--- config.mk ---
export PLATFORM = sky130hd
export DESIGN_NAME = line_fmt_decoder
export DESIGN_NICKNAME = d
export VERILOG_FILES = /design/src/rtl/linefmt_pkg.sv /design/src/rtl/lf_edge_det.sv /design/src/rtl/lf_shift_capture.sv /design/src/rtl/lf_classify.sv /design/src/rtl/lf_confirm.sv /design/src/rtl/line_fmt_decoder.sv
export SDC_FILE = /design/constraint.sdc
export NUM_CORES = 1
export LEC_CHECK = 0
export BUFFER_PORTS_ARGS = -buffer_cell sky130_fd_sc_hd__buf_2
export CAP_MARGIN = 20
export CORE_MARGIN = 2
export CORE_UTILIZATION = 47
export DETAILED_ROUTE_END_ITERATION = 7
export PLACE_DENSITY_LB_ADDON = 0.08
export SLEW_MARGIN = 30
export SYNTH_ARGS = -nofsm -noshare
export SYNTH_HDL_FRONTEND = slang
export SYNTH_SLANG_ARGS = --single-unit
export TNS_END_PERCENT = 50
--- constraint.sdc ---
create_clock -name clk_i -period 2.9 [get_ports clk_i]
set_input_delay 0.58 -clock clk_i [delete_from_list [all_inputs] [get_ports clk_i]]
set_output_delay 0.58 -clock clk_i [all_outputs]
set_load 0.02 [all_outputs]
--- src/rtl/linefmt_pkg.sv ---
package linefmt_pkg;
  localparam int NUM_FMT = 7;
  localparam int NOM_W   = 12;

  typedef enum logic [2:0] {
    FMT_UNKNOWN = 3'd0,
    FMT_480I    = 3'd1,
    FMT_480P    = 3'd2,
    FMT_576I    = 3'd3,
    FMT_576P    = 3'd4,
    FMT_720P    = 3'd5,
    FMT_1080I   = 3'd6,
    FMT_1080P   = 3'd7
  } fmt_e;

  // doubled line total the sender reports for each format
  function automatic logic [NOM_W-1:0] fmt_nominal(input fmt_e f);
    case (f)
      FMT_480I:  return NOM_W'(525);
      FMT_480P:  return NOM_W'(1050);
      FMT_576I:  return NOM_W'(625);
      FMT_576P:  return NOM_W'(1250);
      FMT_720P:  return NOM_W'(1500);
      FMT_1080I: return NOM_W'(1125);
      FMT_1080P: return NOM_W'(2250);
      default:   return '0;
    endcase
  endfunction

  function automatic logic fmt_is_prog(input fmt_e f);
    return (f == FMT_480P) || (f == FMT_576P) || (f == FMT_720P) || (f == FMT_1080P);
  endfunction
endpackage

--- src/rtl/lf_edge_det.sv ---
module lf_edge_det #(
  parameter bit FALLING = 1'b0
) (
  input  logic clk_i,
  input  logic rst_ni,
  input  logic sig_i,
  output logic edge_o
);
  logic sig_q;

  always_ff @(posedge clk_i or negedge rst_ni) begin
    if (!rst_ni) sig_q <= 1'b0;
    else         sig_q <= sig_i;
  end

  if (FALLING) begin : g_fall
    assign edge_o = sig_q & ~sig_i;
  end else begin : g_rise
    assign edge_o = sig_i & ~sig_q;
  end
endmodule

--- src/rtl/lf_shift_capture.sv ---
module lf_shift_capture #(
  parameter int CNT_W = 11
) (
  input  logic             clk_i,
  input  logic             rst_ni,
  input  logic             sdata_i,
  input  logic             h_rise_i,
  input  logic             v_level_i,
  input  logic             v_rise_i,
  input  logic             v_fall_i,
  output logic             done_o,
  output logic             abort_o,
  output logic [CNT_W-1:0] word_o
);
  localparam int BC_W = $clog2(CNT_W + 1);
  localparam logic [BC_W-1:0] LAST = BC_W'(CNT_W - 1);
  localparam logic [BC_W-1:0] FULL = BC_W'(CNT_W);

  logic [CNT_W-1:0] sr_q;
  logic [BC_W-1:0]  cnt_q;
  logic             armed_q;
  logic [CNT_W-1:0] sr_next;

  assign sr_next = {sr_q[CNT_W-2:0], sdata_i};

  always_ff @(posedge clk_i or negedge rst_ni) begin
    if (!rst_ni) begin
      sr_q    <= '0;
      cnt_q   <= '0;
      armed_q <= 1'b0;
      done_o  <= 1'b0;
      abort_o <= 1'b0;
      word_o  <= '0;
    end else begin
      done_o  <= 1'b0;
      abort_o <= 1'b0;
      if (v_level_i) begin
        // partial field dropped on a new vertical strobe
        if (v_rise_i && armed_q && (cnt_q != FULL)) abort_o <= 1'b1;
        sr_q    <= '0;
        cnt_q   <= '0;
        armed_q <= 1'b0;
      end else if (v_fall_i) begin
        armed_q <= 1'b1;
      end else if (armed_q && h_rise_i && (cnt_q != FULL)) begin
        sr_q  <= sr_next;
        cnt_q <= cnt_q + 1'b1;
        if (cnt_q == LAST) begin
          done_o <= 1'b1;
          word_o <= sr_next;
        end
      end
    end
  end

  p_cnt_bound_r3: assert property (@(posedge clk_i) disable iff (!rst_ni)
    cnt_q <= FULL);
  p_clear_on_vsync_r4: assert property (@(posedge clk_i) disable iff (!rst_ni)
    v_level_i |=> (cnt_q == '0) && !done_o);
  p_done_full_r2: assert property (@(posedge clk_i) disable iff (!rst_ni)
    done_o |-> (cnt_q == FULL));
  p_done_pulse_r2: assert property (@(posedge clk_i) disable iff (!rst_ni)
    done_o |=> !done_o);
  p_no_done_unarmed_r3: assert property (@(posedge clk_i) disable iff (!rst_ni)
    !armed_q |=> !done_o);
endmodule

--- src/rtl/lf_classify.sv ---
module lf_classify
  import linefmt_pkg::*;
#(
  parameter int CNT_W = 11,
  parameter int TOL   = 3
) (
  input  logic [CNT_W-1:0] word_i,
  output fmt_e             fmt_o,
  output logic             prog_o,
  output logic [CNT_W-1:0] lines_o
);
  localparam int CMP_W = ((CNT_W > NOM_W) ? CNT_W : NOM_W) + 2;

  logic [CMP_W-1:0]   raw_w;
  logic [NUM_FMT-1:0] hit;

  assign raw_w = CMP_W'(word_i);

  for (genvar k = 0; k < NUM_FMT; k++) begin : g_win
    localparam fmt_e CODE = fmt_e'(3'(k + 1));
    localparam logic [CMP_W-1:0] LO = CMP_W'(fmt_nominal(CODE)) - CMP_W'(TOL);
    localparam logic [CMP_W-1:0] HI = CMP_W'(fmt_nominal(CODE)) + CMP_W'(TOL);
    assign hit[k] = (raw_w >= LO) && (raw_w <= HI);
  end

  always_comb begin
    fmt_o = FMT_UNKNOWN;
    for (int k = 0; k < NUM_FMT; k++) begin
      if (hit[k]) fmt_o = fmt_e'(3'(k + 1));
    end
    prog_o  = fmt_is_prog(fmt_o);
    lines_o = prog_o ? (word_i >> 1) : word_i;
  end

  always_comb begin
    p_win_exclusive_r5: assert ($onehot0(hit));
  end
endmodule

--- src/rtl/lf_confirm.sv ---
module lf_confirm
  import linefmt_pkg::*;
#(
  parameter int CNT_W = 11
) (
  input  logic             clk_i,
  input  logic             rst_ni,
  input  logic             done_i,
  input  logic             abort_i,
  input  fmt_e             fmt_i,
  input  logic             prog_i,
  input  logic [CNT_W-1:0] lines_i,
  output fmt_e             fmt_o,
  output logic             prog_o,
  output logic [CNT_W-1:0] lines_o,
  output logic             valid_o
);
  fmt_e prev_q;
  logic prev_vld_q;

  always_ff @(posedge clk_i or negedge rst_ni) begin
    if (!rst_ni) begin
      prev_q     <= FMT_UNKNOWN;
      prev_vld_q <= 1'b0;
      fmt_o      <= FMT_UNKNOWN;
      prog_o     <= 1'b0;
      lines_o    <= '0;
      valid_o    <= 1'b0;
    end else begin
      valid_o <= 1'b0;
      if (abort_i) begin
        prev_vld_q <= 1'b0;
      end else if (done_i) begin
        prev_q     <= fmt_i;
        prev_vld_q <= 1'b1;
        if (prev_vld_q && (prev_q == fmt_i)) begin
          fmt_o   <= fmt_i;
          prog_o  <= prog_i;
          lines_o <= lines_i;
          valid_o <= 1'b1;
        end
      end
    end
  end

  p_valid_pulse_r9: assert property (@(posedge clk_i) disable iff (!rst_ni)
    valid_o |=> !valid_o);
  p_valid_after_done_r8: assert property (@(posedge clk_i) disable iff (!rst_ni)
    valid_o |-> $past(done_i));
  p_fmt_hold_r8: assert property (@(posedge clk_i) disable iff (!rst_ni)
    !$stable(fmt_o) |-> valid_o);
  p_lines_hold_r8: assert property (@(posedge clk_i) disable iff (!rst_ni)
    !$stable(lines_o) |-> valid_o);
  p_prog_match_r7: assert property (@(posedge clk_i) disable iff (!rst_ni)
    prog_o |-> fmt_is_prog(fmt_o));
endmodule

--- src/rtl/line_fmt_decoder.sv ---
module line_fmt_decoder
  import linefmt_pkg::*;
#(
  parameter int CNT_W = 11,
  parameter int TOL   = 3
) (
  input  logic             clk_i,
  input  logic             rst_ni,
  input  logic             sdata_i,
  input  logic             hsync_i,
  input  logic             vsync_i,
  output logic [CNT_W-1:0] lines_o,
  output logic [2:0]       fmt_o,
  output logic             prog_o,
  output logic             valid_o
);
  logic             h_rise, v_rise, v_fall;
  logic             done, abort;
  logic [CNT_W-1:0] word;
  fmt_e             cls_fmt, out_fmt;
  logic             cls_prog;
  logic [CNT_W-1:0] cls_lines;

  lf_edge_det #(.FALLING(1'b0)) u_h_rise (
    .clk_i(clk_i), .rst_ni(rst_ni), .sig_i(hsync_i), .edge_o(h_rise));
  lf_edge_det #(.FALLING(1'b0)) u_v_rise (
    .clk_i(clk_i), .rst_ni(rst_ni), .sig_i(vsync_i), .edge_o(v_rise));
  lf_edge_det #(.FALLING(1'b1)) u_v_fall (
    .clk_i(clk_i), .rst_ni(rst_ni), .sig_i(vsync_i), .edge_o(v_fall));

  lf_shift_capture #(.CNT_W(CNT_W)) u_cap (
    .clk_i    (clk_i),
    .rst_ni   (rst_ni),
    .sdata_i  (sdata_i),
    .h_rise_i (h_rise),
    .v_level_i(vsync_i),
    .v_rise_i (v_rise),
    .v_fall_i (v_fall),
    .done_o   (done),
    .abort_o  (abort),
    .word_o   (word)
  );

  lf_classify #(.CNT_W(CNT_W), .TOL(TOL)) u_cls (
    .word_i (word),
    .fmt_o  (cls_fmt),
    .prog_o (cls_prog),
    .lines_o(cls_lines)
  );

  lf_confirm #(.CNT_W(CNT_W)) u_conf (
    .clk_i  (clk_i),
    .rst_ni (rst_ni),
    .done_i (done),
    .abort_i(abort),
    .fmt_i  (cls_fmt),
    .prog_i (cls_prog),
    .lines_i(cls_lines),
    .fmt_o  (out_fmt),
    .prog_o (prog_o),
    .lines_o(lines_o),
    .valid_o(valid_o)
  );

  assign fmt_o = out_fmt;

  p_no_valid_in_vsync_r8: assert property (@(posedge clk_i) disable iff (!rst_ni)
    $past(vsync_i) && vsync_i |-> !valid_o);
endmodule

Yosys cells after proc, flatten, opt, wreduce, memory -nomap -nowiden
Cells that the tools add are included.

Input port bits: 5. Bits in registers: 50.

Bitwise gates (word level): 8. Equal/unequal tests: 8. Mux-type cells: 27. Reduce and logical (&&, ||, !) cells: 22. Magnitude comparators: 14. $add $sub $neg: 1.

Operator list (number): 11-bit >= comparator, second input constant (4); 11-bit less-or-equal comparator, second input constant (4); 10-bit two-way mux (3); 11-bit by 10-bit >= comparator with 1-bit output, second input constant (2); 11-bit by 10-bit less-or-equal comparator with 1-bit output, second input constant (2); 3-bit two-way mux (6); 1-bit two-way mux (14); 11-bit by 12-bit >= comparator with 1-bit output, second input constant (1); 11-bit by 12-bit less-or-equal comparator with 1-bit output, second input constant (1); 1-bit logical AND (12); 4-bit two-way mux (3); 11-bit two-way mux (1); 3-bit == test, second input constant (3); 2-bit nonzero test (3); 1-bit NOT (5); 4-bit by 1-bit adder with 4-bit output, second input constant (1); 4-bit == test, second input constant (1); 4-bit inequality test, second input constant (1); 2-bit AND reduction (2); 4-bit AND reduction (1); 1-bit bitwise AND (3); 3-bit by 2-bit == test with 1-bit output, second input constant (1); 3-bit == test (1); 1-bit logical OR (3); 2 further kinds (2).

Depth between registers and ports, before layout
Depth in word-level cells: 14. Depth in mapped cells: 9.

By module
From an unflattened synthesis, not the netlist that was laid out.

Cell total of the unflattened synthesis: 208. Area, all modules: 2603.7 µm².

Modules (own cells, without submodules): lf_shift_capture (instances 1, area an instance 1251.2 µm², seq. area each 700.7 µm², cells an instance 93); lf_confirm (instances 1, area an instance 783.3 µm², seq. area each 500.5 µm², cells an instance 47); lf_classify (instances 1, area an instance 452.9 µm², seq. area each 0.0 µm², cells an instance 62); lf_edge_det (instances 3, area an instance 38.8 µm², seq. area each 25.0 µm², cells an instance 2).

Least setup slack after synthesis
Ideal clock, no wire load.

Path kind: reg2reg. Start: reg u_cap.word_o[8]. End: reg u_conf.fmt_o[0]. Path slack: 0.296 ns. Buffers on the path: 2. Arrival: 2.479 ns. Cell stages (with the launch flop): 10. Path through: dfrtp_1 -> buf_6 -> or3b_2 -> or4_4 -> o211ai_2 -> nor2_4 -> xnor2_4 -> nor3_4 -> buf_8 -> mux2_4.

Word-level cells in the longest chain between the ends: 12.

RTL lines: from (decl) (RTL line lf_shift_capture.sv:13) `output logic [CNT_W-1:0] word_o`; from (signal assigned) (RTL line lf_shift_capture.sv:50) `word_o <= sr_next;`; 11-bit by 10-bit >= comparator with 1-bit output / 11-bit by 10-bit less-or-equal comparator with 1-bit output (equally long branches) (RTL line lf_classify.sv:23) `assign hit[k] = (raw_w >= LO) && (raw_w <= HI);`; 1-bit logical AND (RTL line lf_classify.sv:23); 1-bit two-way mux (RTL line lf_classify.sv:29) `if (hit[k]) fmt_o = fmt_e'(3'(k + 1));`; 3-bit two-way mux (5 in series) (RTL line lf_classify.sv:29); 3-bit two-way mux (*) (RTL line lf_classify.sv:29); 3-bit == test (RTL line lf_confirm.sv:36) `if (prev_vld_q && (prev_q == fmt_i)) begin`; 1-bit logical AND (RTL line lf_confirm.sv:36); 3-bit AND reduction (no line); to (signal assigned) (RTL line lf_confirm.sv:37) `fmt_o <= fmt_i;`; to (decl) (RTL line lf_confirm.sv:13) `output fmt_e fmt_o,`.

Mark *: on every way between the ends. The rest lies on a longest branch, timed or not. A chain may end at the register's enable or synchronous reset.

Worst setup path after layout
Start: reg u_cap.word_o[10]. End: reg u_conf.lines_o[1].

Word-level cells in the longest chain between the ends: 14.

RTL lines: 11-bit by 10-bit >= comparator with 1-bit output / 11-bit by 10-bit less-or-equal comparator with 1-bit output (equally long branches) (RTL line lf_classify.sv:23); 1-bit logical AND (RTL line lf_classify.sv:23); 1-bit two-way mux (RTL line lf_classify.sv:29); 3-bit two-way mux (5 in series) (RTL line lf_classify.sv:29); 3-bit two-way mux (*) (RTL line lf_classify.sv:29); 3-bit by 2-bit == test with 1-bit output / 3-bit == test (equally long branches) (RTL line linefmt_pkg.sv:31) `return (f == FMT_480P) || (f == FMT_576P) || (f == FMT_720P) || (f == FMT_1080P);`; 1-bit logical OR (3 in series) (RTL line linefmt_pkg.sv:31); 11-bit two-way mux (RTL line lf_classify.sv:32) `lines_o = prog_o ? (word_i >> 1) : word_i;`; to (signal assigned) (RTL line lf_confirm.sv:39) `lines_o <= lines_i;`; to (decl) (RTL line lf_confirm.sv:15) `output logic [CNT_W-1:0] lines_o,`.

Marked as above.

==> run_results.csv <==
group,metric,value,unit
floorplanning,start_util,0.488,
synth,synth_common_cells,"61 x nand2_1, 50 x dfrtp_1, 14 x a21oi_1, 14 x nor2_1, 11 x inv_1",
clock_tree,cts_resized,0,
layout,fin_area,2770,sq um
global_route,track_usage,0.165,
synth,syn-instance-count,255,
synth,synth_top_cell_by_area,"dfrtp_1",
critical_path,worstPathRequired,3.09,ns
sta,max_freq,0.382,GHz
clock_tree,path_clk_slew,0.09,ns
routing,drc_errors,0,
routing,drtIter0Drc,129,
synth,syn_nets,262,
routing,ant_nets,0,
power,p_per_area,407,nW/um^2
sta,period_minus_slack,2.62,ns
synth,synth_edf_count,0,
layout,nNetsFinal,283,
synth,synth_top_area_frac,0.502,
sta,tns,0,ns
flow_run,drv_cap,0,
place,hpwl,3270,microns
sta,rsz0062_at_grt,"no",
clock_tree,cts_tree,"done",
place,placed_cell_area,2680,sq um
synth,ys_types,54,
sta,drv_slew,0,
layout,drive_gt1_frac,0.209,
routing,dr.pass1.iters,4,
synth,synth_area_per_cell,9.78,sq um
floorplanning,row_count,26,
critical_path,crit_fanout,14,
clock_tree,clk_latency,0.30,ns
critical_path,worst-setup-path-type,"reg -> reg",
power,vdd_drop_max,0.290,mV
critical_path,crit_path_end_kind,"flop",
critical_path,critPathLaunchType,"flop",
worst_hold_path,hold_path_class,"in -> async",
sta,finalHoldViolations,0,
synth,ys.flop_type,"dfrtp_1",
clock_tree,numCtsBuffers,5,
run_status,outcome,"completed",
floorplanning,die_area,5900,sq um
floorplanning,fp.coreArea,5110,sq um
sta,finalSetupViolations,0,
routing,vias_per_cell,5.21,
global_route,grt-ovfl-total,0,
routing,wl_per_cell,13.2,microns
sta,clock_skew,0.00712,ns
sta,setup_ws,0.284,ns
global_route,antenna_found_initial,0,
global_route,grt_start_max_net_pins,34,
floorplanning,io_pins,21,
floorplanning,die_h,76.8,microns
sta,period_share,0.902,
synth,synth_area_leaders,"dfrtp_1 50%, nand2_1 9.2%, mux2_2 3.6%, mux2i_1 3.2%, a21oi_1 2.8%",
power,p_leak,0.00134,uW
synth,yosysWarnings,0,
synth,ys_async_sr_fraction,1.00,
synth,ys_seq_area_frac,0.502,
clock_tree,clockBufferDepth,2,
synth,post-synth-top-count-cell,"nand2_1",
sta,tightest_slew,0.520,ns
layout,n_antenna_cell,0,
routing,dr_total_vias,1807,
synth,syn_area,2490,sq um
global_route,grt_pass1_vias,1678,
global_route,grt_pass1_wl,8000,microns
routing,finalWirelength,4570,microns
sta,slew_headroom,0.652,
clock_tree,htreeDepth,2,
clock_tree,postCtsSetupBuffers,0,
layout,syn2layout_area_growth,10.9,%
synth,ys_ff_latch,50,
clock_tree,ctsHoldBuffers,0,
floorplanning,die_w,76.8,microns
clock_tree,cts.sinks,50,
place,pre_cts_slack,0.286,ns
critical_path,crit_arrival,2.81,ns
clock_tree,cts_root_buf,"clkbuf_8",
place,portBuffers,20,
place,routabilityCongestion,0.896,
[registers in the layout, summed over array words and instances, names as in the netlist, 3 cells and up]
name,count
u_conf.lines_o,11
u_cap.sr_q,10
u_conf.prev_q,3
u_cap.word_o,11
u_conf.fmt_o,3
u_cap.cnt_q,4
[final timing paths]
check | start | end | slack [ns] | cells after the start
max | u_cap.word_o[10] | u_conf.lines_o[1] | 0.28 | 8
min | rst_ni | u_conf.lines_o[8] | 0.20 | 1
max reg2reg | u_cap.word_o[10] | u_conf.lines_o[1] | 0.28 | 8
min reg2reg | u_cap.abort_o | u_conf.prev_vld_q | 0.45 | 1
max in group asynchronous | rst_ni | u_cap.word_o[10] | 1.95 | 2
min in group clk_i | hsync_i | u_h_rise.sig_q | 0.41 | 1
[cells by family after synthesis]
| logic type | count (synthesis) | synth area share |
|---|---|---|
| xor gates and xnor gates | 4 | 0.0246 |
| and+or+nand+nor | 119 | 0.241 |
| adders and majority gates | 2 | 0.0100 |
| muxes | 18 | 0.0803 |
| DFF | 50 | 0.502 |
| AOI/OAI and AO/OA | 35 | 0.0898 |
| buffers and inverters | 27 | 0.0522 |
[metrics by stage]
stage	util	total power, uW	hold WS (ns)	instances
4_1_cts	0.542	1140	0.208	347
2_1_floorplan	-	725	0.284	255
5_1_grt	0.542	1180	0.220	347
6_report	0.542	1130	0.201	347
3_3_place_gp	0.525	745	0.426	339
3_5_place_dp	0.525	745	0.437	339
[power breakdown]
group	total [uW]	internal [uW]	switching, uW
sequential	702	700	2.17
combinational	28.0	6.22	21.8
clock	395	171	225
[metal layers]
metal,wire [microns],part of all wire,global-route usage,up-vias
li1,-,-,-,905
met1,2280,0.50,0.235,869
met5,0,0,0,-
met2,2110,0.46,0.263,29
met4,29,0.0063,0.0382,0
met3,153,0.033,0.0318,4
[cell usage in the layout, fill, tap and decap left out, types with 9 or more instances in the layout]
master / count
buf_4: 9
inv_1: 11
buf_2: 20
nand2_1: 61
a21oi_1: 14
nor2_1: 14
dfrtp_1: 50
[critical path, stage by stage (launching register included)]
cell and delay [ns]:
dfrtp_1 0.48, or3b_1 0.40, or4_4 0.51, o211ai_2 0.16
nor2_4 0.09, xnor2_4 0.15, nor3_4 0.20, buf_12 0.17
mux2_2 0.34
[cell type report]
type	count	area, sq um
Inverter	11	41.3
Fill cell	498	2340
Sequential cell	50	1250
Clock buffer	6	72.6
Clock inverter	2	13.8
Timing Repair Buffer	30	188
Multi-Input combinational cell	178	1110
Tap cell	70	87.6
Power figures use the tool's default switching activity.
